[src/rtl/gpio_pkg.sv]
package gpio_pkg;
    typedef enum logic [2:0] {
        SEL_DIR  = 3'd0,
        SEL_POL  = 3'd1,
        SEL_MODE = 3'd2,
        SEL_EN   = 3'd3,
        SEL_STAT = 3'd4
    } reg_sel_e;
endpackage

[src/rtl/gpio_sync.sv]
module gpio_sync #(
    parameter int N = 8
) (
    input  logic         clk,
    input  logic         rst_n,
    input  logic [N-1:0] async_in,
    output logic [N-1:0] sync_out
);
    typedef struct packed {
        logic [N-1:0] s1;
        logic [N-1:0] s2;
    } sync_t;

    sync_t st_d, st_q;

    always_comb begin
        st_d.s1 = async_in;
        st_d.s2 = st_q.s1;
    end

    always_ff @(posedge clk or negedge rst_n) begin
        if (!rst_n) st_q <= '0;
        else        st_q <= st_d;
    end

    assign sync_out = st_q.s2;
endmodule

[src/rtl/gpio_edge.sv]
module gpio_edge #(
    parameter int N = 8
) (
    input  logic         clk,
    input  logic         rst_n,
    input  logic [N-1:0] lvl,
    input  logic [N-1:0] pol,
    output logic [N-1:0] evt
);
    logic [N-1:0] prev_d, prev_q;

    always_comb prev_d = lvl;

    always_ff @(posedge clk or negedge rst_n) begin
        if (!rst_n) prev_q <= '0;
        else        prev_q <= prev_d;
    end

    for (genvar i = 0; i < N; i++) begin : g_evt
        assign evt[i] = pol[i] ? (lvl[i] & ~prev_q[i]) : (~lvl[i] & prev_q[i]);
    end
endmodule

[src/rtl/gpio_wake_ctrl.sv]
module gpio_wake_ctrl
    import gpio_pkg::*;
#(
    parameter int N  = 8,
    parameter int DW = 16
) (
    input  logic          clk,
    input  logic          rst_n,
    input  logic          wr_en,
    input  logic [2:0]    wr_sel,
    input  logic [N-1:0]  wr_data,
    input  logic [2:0]    rd_sel,
    output logic [DW-1:0] rd_data,
    input  logic [N-1:0]  slot_val,
    input  logic          slot_vld,
    input  logic [N-1:0]  pin_in,
    output logic [N-1:0]  pin_out,
    output logic [N-1:0]  pin_oe,
    input  logic          link_up,
    output logic          irq_slot,
    output logic          wake_req
);
    localparam int PAD = DW - N;

    typedef struct packed {
        logic [N-1:0] dir;
        logic [N-1:0] pol;
        logic [N-1:0] mode;
        logic [N-1:0] en;
        logic [N-1:0] latch;
        logic [N-1:0] slot;
    } regs_t;

    regs_t r_d, r_q;

    logic [N-1:0] lvl_sync;
    logic [N-1:0] edge_evt;
    logic [N-1:0] status;
    logic         evt_any;
    logic         clr_wr;

    gpio_sync #(.N(N)) u_sync (
        .clk      (clk),
        .rst_n    (rst_n),
        .async_in (pin_in),
        .sync_out (lvl_sync)
    );

    gpio_edge #(.N(N)) u_edge (
        .clk   (clk),
        .rst_n (rst_n),
        .lvl   (lvl_sync),
        .pol   (r_q.pol),
        .evt   (edge_evt)
    );

    assign clr_wr = wr_en && (reg_sel_e'(wr_sel) == SEL_STAT);

    always_comb begin
        r_d = r_q;
        if (slot_vld) r_d.slot = slot_val;
        if (wr_en) begin
            case (reg_sel_e'(wr_sel))
                SEL_DIR:  r_d.dir  = wr_data;
                SEL_POL:  r_d.pol  = wr_data;
                SEL_MODE: r_d.mode = wr_data;
                SEL_EN:   r_d.en   = wr_data;
                default:  ;
            endcase
        end
        for (int i = 0; i < N; i++) begin
            if (!(r_q.dir[i] && r_q.mode[i]))
                r_d.latch[i] = 1'b0;
            else if (edge_evt[i])
                r_d.latch[i] = 1'b1;
            else if (clr_wr && !wr_data[i])
                r_d.latch[i] = 1'b0;
        end
    end

    always_ff @(posedge clk or negedge rst_n) begin
        if (!rst_n) begin
            r_q       <= '0;
            r_q.dir   <= '1;
            r_q.pol   <= '1;
        end else begin
            r_q <= r_d;
        end
    end

    always_comb begin
        for (int i = 0; i < N; i++) begin
            if (!r_q.dir[i])
                status[i] = r_q.slot[i];
            else if (r_q.mode[i])
                status[i] = r_q.latch[i];
            else
                status[i] = (lvl_sync[i] == r_q.pol[i]);
        end
    end

    assign evt_any  = |(status & r_q.en & r_q.dir);
    assign irq_slot = evt_any & link_up;
    assign wake_req = evt_any & ~link_up;
    assign pin_out  = r_q.slot;
    assign pin_oe   = ~r_q.dir;

    always_comb begin
        case (reg_sel_e'(rd_sel))
            SEL_DIR:  rd_data = {{PAD{1'b0}}, r_q.dir};
            SEL_POL:  rd_data = {{PAD{1'b1}}, r_q.pol};
            SEL_MODE: rd_data = {{PAD{1'b0}}, r_q.mode};
            SEL_EN:   rd_data = {{PAD{1'b0}}, r_q.en};
            SEL_STAT: rd_data = {{PAD{1'b0}}, status};
            default:  rd_data = '0;
        endcase
    end

    AST_ROUTE_EXCL: assert property (@(posedge clk) disable iff (!rst_n) !(irq_slot && wake_req));
    AST_SLOT_NEEDS_LINK: assert property (@(posedge clk) disable iff (!rst_n) irq_slot |-> link_up);
    AST_EVT_NEEDS_EN: assert property (@(posedge clk) disable iff (!rst_n) (irq_slot || wake_req) |-> (r_q.en != '0));

    for (genvar g = 0; g < N; g++) begin : g_ast
        AST_LATCH_HOLD: assert property (@(posedge clk) disable iff (!rst_n)
            (r_q.latch[g] && !wr_en) |=> r_q.latch[g]);
        AST_LATCH_FROM_EDGE: assert property (@(posedge clk) disable iff (!rst_n)
            $rose(r_q.latch[g]) |-> $past(edge_evt[g]));
    end
endmodule

[config.mk]
export PLATFORM = sky130hd
export DESIGN_NAME = gpio_wake_ctrl
export DESIGN_NICKNAME = d
export VERILOG_FILES = /design/src/rtl/gpio_pkg.sv /design/src/rtl/gpio_sync.sv /design/src/rtl/gpio_edge.sv /design/src/rtl/gpio_wake_ctrl.sv
export SDC_FILE = /design/constraint.sdc
export NUM_CORES = 1
export LEC_CHECK = 0
export BUFFER_PORTS_ARGS = -buffer_cell sky130_fd_sc_hd__buf_2
export CORE_ASPECT_RATIO = 0.8
export CORE_MARGIN = 2
export CORE_UTILIZATION = 49
export DETAILED_ROUTE_END_ITERATION = 6
export MAX_ROUTING_LAYER = met4
export PLACE_DENSITY_LB_ADDON = 0.3
export SLEW_MARGIN = 25
export SYNTH_ARGS = -nofsm -noshare
export SYNTH_HDL_FRONTEND = slang
export SYNTH_SLANG_ARGS = --single-unit
[constraint.sdc]
create_clock -name clk -period 1.3 [get_ports clk]
set_input_delay 0.13 -clock clk [delete_from_list [all_inputs] [get_ports clk]]
set_output_delay 0.13 -clock clk [all_outputs]
set_load 0.005 [all_outputs]
### Word-level counts from Yosys, hierarchy flattened

Index checks and enable logic that the tools add are counted.

* eq/ne operators: 24
* bitwise logic cells: 38
* reduce and logical (&&, ||, !) cells: 32
* muxes and demuxes: 49

Operators by type and width (number)
* one-hot mux 16 bit (5 select lines): 1
* 2-to-1 mux 1 bit: 48
* inequality test 3 x 2 -> 1 bit, second input constant: 8
* AND 1 bit: 18
* logical AND 1 bit: 17
* inverter 1 bit: 17
* AND 8 bit: 2
* == test 3 x 2 -> 1 bit, second input constant: 4
* == test 1 bit: 8
* zero test 1 bit: 8
* inverter 8 bit: 1
* AND reduction 2 bit: 4
* OR reduction 8 bit: 1
* == test 3 x 1 -> 1 bit, second input constant: 2
* == test 3 bit, second input constant: 2
* zero test 3 bit: 2

* output and inout bits: 34
* word-level logic and storage cells: 159
* register bits: 72
* bits of input ports: 35

### Depth between registers and ports, before layout

Gate-level depths: netlist of run 1.

* word-level depth: 7
* mapped depth: 6

### Cells and area by module

From an unflattened synthesis of run 1, not the netlist that was laid out.

* cell total of the unflattened synthesis: 296
* area total of the unflattened synthesis: 3454.6 µm²

By module, submodules not included
* gpio_wake_ctrl: instances 1, sequential area each 1221.2 µm², area each 2677.6 µm², cells an instance 248
* gpio_sync: instances 1, sequential area each 400.4 µm², area each 400.4 µm², cells an instance 16
* gpio_edge: instances 1, sequential area each 200.2 µm², area each 376.6 µm², cells an instance 32

### Worst setup path before layout of run 1

Ideal clock, no wire load.

* path type: reg-to-output
* start: register, netlist name r_q[34]
* end: output port irq_slot
* path buffers: 0
* cell stages (with the launch flop): 5
* slack: -77 ps
* arrival: 1247 ps
* cells stage by stage: dfstp_2 -> xor2_1 -> nor3_1 -> nor4_1 -> a31oi_1

* cells in the longest elaborated chain, start to end: 7

RTL lines
* == test 1 bit: line gpio_wake_ctrl.sv:98 `status[i] = (lvl_sync[i] == r_q.pol[i]);`
* 2-to-1 mux 1 bit: line gpio_wake_ctrl.sv:95 `else if (r_q.mode[i])`
* 2-to-1 mux 1 bit: line gpio_wake_ctrl.sv:93 `if (!r_q.dir[i])`
* AND 8 bit (2 in a row): line gpio_wake_ctrl.sv:102 `assign evt_any = |(status & r_q.en & r_q.dir);`
* OR reduction 8 bit: line gpio_wake_ctrl.sv:102
* AND 1 bit: line gpio_wake_ctrl.sv:103 `assign irq_slot = evt_any & link_up;`
* end, declared: line gpio_wake_ctrl.sv:20 `output logic irq_slot,`

No other way between the ends.

### Final worst setup path of run 1

* start: register, netlist name r_q[34]
* end: output port wake_req

* cells in the longest elaborated chain, start to end: 7

RTL lines
* == test 1 bit: line gpio_wake_ctrl.sv:98
* 2-to-1 mux 1 bit: line gpio_wake_ctrl.sv:95
* 2-to-1 mux 1 bit: line gpio_wake_ctrl.sv:93
* AND 8 bit (2 in a row): line gpio_wake_ctrl.sv:102
* OR reduction 8 bit: line gpio_wake_ctrl.sv:102
* AND 1 bit: line gpio_wake_ctrl.sv:104 `assign wake_req = evt_any & ~link_up;`
* end, declared: line gpio_wake_ctrl.sv:21 `output logic wake_req`

No other way between the ends.

==> flow_summary.json, run 1 <==
{
  "outcome": "finished, violations left",
  "violations": "setup timing",
  "dieWidth_um": 97.61,
  "finalMaxSlewViolations": 0,
  "seqPwrFrac_pct": 43.2,
  "fin_skew_ns": 0.006525,
  "vdd_drop_max_mv": 0.9621,
  "relSlewSlack_pct": 74.65,
  "setup.worst_path.start_class": "register",
  "final_cell_mix": "buf_2, dfrtp_1, nand2_1",
  "layout.cells.most_common": "buf_2",
  "max_stage_delay_ns": 0.57,
  "fmax_mhz": 517.8,
  "power_density_mw_per_mm2": 1439,
  "synth_area_leaders": "dfrtp_1, dfstp_2, mux2_2",
  "ant_nets": 0,
  "cp_max_fo": 2,
  "synth_top_area_share_pct": 40.80,
  "met2_usage_pct": 38.90,
  "p_total_w": 0.006811,
  "holdCritPathClass": "in2reg",
  "synth-async-reset-ratio_pct": 100.0,
  "maxCapViolCount": 0,
  "cts_root_buf": "clkbuf_8",
  "syn_avg_cell_area_um2": 11.15,
  "vias_per_cell": 5.403,
  "drive_gt1_share_pct": 51.72,
  "num_rows": 27,
  "clk_latency_ns": 0.35,
  "path_clk_slew_ns": 0.07,
  "setup_slack_ns": -0.6311,
  "clockPowerShare_pct": 28.7,
  "antennaDiodeCount": 0,
  "layout_worst_path_cycle_share_pct": 148.5,
  "cp.arrival_ns": 1.80,
  "track_usage_pct": 24.45,
  "fin_util_pct": 69.38,
  "cts_buffer_depth": 2,
  "gp_congestion": 0.8381,
  "synth_edf_count": 0,
  "path_cells": "xor2_2 > nor3_1 > nor4_1 > buf_4 > a31oi_1 > buf_2",
  "ys.flop_type": "dfrtp_1",
  "grt_util_met3_pct": 7.130,
  "seq_area_frac_synth_pct": 53.04,
  "coreArea_mm2": 0.006824,
  "p_int_w": 0.004845,
  "worst_pin_slew_ns": 0.3802,
  "hold_viol_final": 0,
  "grtUsageMet1_pct": 31.54,
  "port_buffers": 68,
  "grt.busiest_layer": "met2",
  "dieArea_mm2": 0.007699,
  "antenna_found_initial": 0,
  "grt_pass1_wl_um": 14010,
  "routedWlPerCell_um": 16.38,
  "comb_power_share_pct": 28.1,
  "numCtsBuffers": 9,
  "cts_tree": "yes",
  "critPathTopFamily": "flip-flops",
  "overflow": 0,
  "p_sw_w": 0.001966,
  "firstDrtPassIters": 7,
  "cts_sinks": 72,
  "synth_area_mm2": 0.003435,
  "drtIter0Drc": 216,
  "whs_ns": 0.01234,
  "ys_ff_latch": 72,
  "hpwl_um": 5635,
  "setup-violations-final": 15,
  "crit_path_end_kind": "output port",
  "htree_levels": 3,
  "place_ws_ns": -0.2887,
  "final_nets": 467,
  "vias": 2831,
  "p_leak_nw": 2.126,
  "totalWireLength_um": 8583,
  "synth_cell_types": 35,
  "chipHeight_um": 78.88,
  "yosys.area.top_type": "dfrtp_1",
  "post_layout_nonfiller_instances": 524,
  "synthesis.nets": 343,
  "fin_crit_ns": 1.931,
  "critical_path_class": "reg2out",
  "area_growth_pct": 37.85,
  "cp_slowest_cell": "dfstp_2",
  "dp.cells": 484,
  "grt_pass1_vias": 2805,
  "drc_errors": 0,
  "critPathBufInv": 2,
  "worstPathRequired_ns": 1.17,
  "yosysWarnings": 0,
  "rsz0062_at_grt": "yes",
  "grt_start_max_net_pins": 73,
  "initial_core_util_pct": 50.33,
  "ios": 69,
  "syn_inst": 308,
  "power_switching_share_pct": 28.86
}
cells in the mapped netlist (all sizes together), types with 7 or more instances:
| cell type | number |
|---|---|
| dfrtp | 56 |
| mux2 | 33 |
| dfstp | 16 |
| o21ai | 25 |
| a21oi | 22 |
| xor2 | 8 |
| buf | 21 |
| nor2 | 20 |
| inv | 15 |
| nor3 | 7 |
| o22ai | 7 |
| nand2 | 40 |
layout make-up:
type | count | area, µm²
clock buffers | 10 | 137.6
clock inverters | 6 | 82.58
flip-flops and latches | 72 | 1823
inverters | 15 | 71.32
fillers | 508 | 2090
well taps | 87 | 108.9
repair buffers | 136 | 1035
multi-input cells | 198 | 1476
metrics by stage:
step | TNS [ns] | instance area, µm²
detailed placement | -2.054 | 4083
CTS | -5.038 | 4617
global placement | -1.800 | 4083
floorplan | -0.08998 | 3435
finish | -5.126 | 4735
global route | -6.196 | 4735
cells by family (layout without fill, tap and decap cells):
family | after synthesis | after routing | share of synthesized area (%)
simple gates | 85 | 85 | 12.02
flops | 72 | 72 | 53.04
compound gates | 66 | 66 | 10.78
mux | 39 | 39 | 15.19
buf+inv | 38 | 167 | 6.921
xor+xnor | 8 | 8 | 2.040
final timing paths:
check,startpoint,end,slack (ns),cells after the start
max,r_q[34]$_DFFE_PN1P_,wake_req,-0.63,6
min,slot_val[4],pin_out[4]$_DFFE_PN0P_,0.01,2
max reg2reg,r_q[36]$_DFFE_PN1P_,r_q[12]$_DFFE_PN0P_,0.14,5
min reg2reg,u_sync.st_d[1]$_DFF_PN0_,u_sync.sync_out[1]$_DFF_PN0_,0.35,0
max in group asynchronous,rst_n,r_q[33]$_DFFE_PN1P_,0.63,3
min in group asynchronous,rst_n,u_edge.prev_q[6]$_DFF_PN0_,0.33,3
flip-flops by register name, indices dropped and copies added (netlist names):
signal and count:
pin_out 8, r_q 40, u_edge.prev_q 8, u_sync.st_d 8, u_sync.sync_out 8
routing by layer:
layer | part of all wire, % | vias to the layer above
li1 | - | 1318
met1 | 43 | 1390
met2 | 48 | 107
met3 | 7.1 | 16
met4 | 1.4 | 0
met5 | 0 | -
power by group through the flow:
stage               combinational (W)  sequential [W]  clock (W)
CTS                           0.00176         0.00291    0.00199
global route                  0.00209         0.00298    0.00212
detailed placement            0.00151         0.00292          0
finish                        0.00192         0.00294    0.00195
floorplan                    0.000775         0.00291          0
global placement              0.00147         0.00290          0
timing repair:
item	in CTS	in global routing
hold endpoints to repair	70	0
setup endpoints to repair	25	19
cloned	0	0
gates resized for setup	44	32
hold buffers	15	0
pin swaps	9	10
setup buffers	7	7
Note: power is estimated with default switching activity, not from simulation.
==> run 2: changes to the inputs <==
--- a/config.mk
+++ b/config.mk
@@ -6,7 +6,6 @@
 export NUM_CORES = 1
 export LEC_CHECK = 0
 export BUFFER_PORTS_ARGS = -buffer_cell sky130_fd_sc_hd__buf_2
-export CORE_ASPECT_RATIO = 0.8
 export CORE_MARGIN = 2
 export CORE_UTILIZATION = 49
 export DETAILED_ROUTE_END_ITERATION = 6
==> flow_summary.json, run 2 (synthesis gave the netlist of run 1 again) <==
{
  "grt_pass1_vias": 2735,
  "antenna_found_initial": 0,
  "setup_slack_ns": -0.6840,
  "relSlewSlack_pct": 77.90,
  "dieWidth_um": 87.72,
  "largest-register": "r_q",
  "finalMaxSlewViolations": 0,
  "port_buffers": 68,
  "fin_skew_ns": 0.003749,
  "final_nets": 480,
  "hold_viol_final": 0,
  "hpwl_um": 5980,
  "grt_start_max_net_pins": 43,
  "chipHeight_um": 87.72,
  "num_rows": 30,
  "vias_per_cell": 5.185,
  "grt_pass1_wl_um": 13570,
  "initial_core_util_pct": 50.55,
  "coreArea_mm2": 0.006794,
  "rrSetupSlack_ns": 0.12,
  "clk_latency_ns": 0.35,
  "vdd_drop_max_mv": 0.7044,
  "worstPathRequired_ns": 1.17,
  "violations": "setup timing",
  "drive_gt1_share_pct": 53.56,
  "final_cell_mix": "buf_2, dfrtp_1, buf_4",
  "drc_errors": 0,
  "critical_path_class": "reg2out",
  "gp_congestion": 0.8537,
  "crit_path_end_kind": "output port",
  "vias": 2831,
  "power_density_mw_per_mm2": 1501,
  "final.setup.tns_ns": -5.281,
  "dp.cells": 506,
  "place_ws_ns": -0.3258,
  "rsz0062_at_grt": "yes",
  "largest_reg_flops": 40,
  "cp.arrival_ns": 1.85,
  "worst_pin_slew_ns": 0.3307,
  "firstDrtPassIters": 4,
  "path_clk_slew_ns": 0.07,
  "outcome": "finished, violations left",
  "antennaDiodeCount": 0,
  "routedWlPerCell_um": 15.77,
  "ios": 69,
  "cts_tree": "yes",
  "setup-violations-final": 13,
  "track_usage_pct": 24.51,
  "p_leak_nw": 2.206,
  "htree_levels": 3,
  "maxCapViolCount": 0,
  "overflow": 0,
  "cts_sinks": 72,
  "totalWireLength_um": 8609,
  "fin_crit_ns": 1.984,
  "numCtsBuffers": 9,
  "holdCritPathClass": "in2reg",
  "layout.cells.most_common": "buf_2",
  "area_growth_pct": 41.89,
  "whs_ns": 0.008440,
  "fmax_mhz": 504.0,
  "layout_worst_path_cycle_share_pct": 152.6,
  "cts_root_buf": "clkbuf_8",
  "dieArea_mm2": 0.007695,
  "drtIter0Drc": 128,
  "post_layout_nonfiller_instances": 546,
  "ant_nets": 0,
  "setup.worst_path.start_class": "register",
  "p_total_w": 0.007316,
  "cts_buffer_depth": 2,
  "cp_max_fo": 2
}
## run 2: critical path, stage by stage (launching register included)
cell	delay [ns]
dfstp_2	0.56
xor2_2	0.17
o22ai_2	0.12
a311oi_2	0.28
buf_4	0.16
a31oi_1	0.06
buf_2	0.14
## run 2: worst paths after layout
kind / start / endpoint / depth (start not counted)
min reg2reg: u_sync.st_d[5]$_DFF_PN0_ / u_sync.sync_out[5]$_DFF_PN0_ / 0
max: r_q[36]$_DFFE_PN1P_ / irq_slot / 6
max reg2reg: r_q[34]$_DFFE_PN1P_ / r_q[10]$_DFFE_PN0P_ / 6
min in group asynchronous: rst_n / u_sync.st_d[1]$_DFF_PN0_ / 2
min: slot_val[2] / pin_out[2]$_DFFE_PN0P_ / 2
max in group asynchronous: rst_n / r_q[46]$_DFFE_PN1P_ / 3
## run 2: through the flow
| stage | area, µm² | util, % |
|---|---|---|
| after global placement | 4179 | 61.51 |
| after floorplan | 3435 | - |
| after CTS | 4763 | 70.11 |
| final | 4873 | 71.73 |
| after detailed placement | 4179 | 61.51 |
| after global routing | 4873 | 71.73 |
## run 2: cell type report
type	count	area (µm²)
tap	96	120.1
clock inverter	5	127.6
inverter	15	66.31
multi-input combinational	198	1473
clock buffer	11	141.4
fill	475	1921
timing repair buffer	149	1124
sequential	72	1822
## run 2: where the power goes
group | switching (W) | internal, W
combinational | 0.000846 | 0.00120
sequential | 0.000302 | 0.00262
clock | 0.000828 | 0.00152
## run 2: routing by layer
layer | vias to the layer above | track usage, % | share of wire [%]
met3 | 11 | 4.430 | 4.2
met1 | 1392 | 32.96 | 46
met5 | - | - | 0
met2 | 86 | 37.33 | 49
li1 | 1342 | - | -
met4 | 0 | 9.231 | 1.5
## run 2: repair_timing
action	4_1_cts	5_1_grt
setup buffers	9	8
pin swaps	10	8
resized for setup	50	26
hold buffers	12	0
endpoints found under the hold margin	68	0
endpoints found under the setup margin	17	25
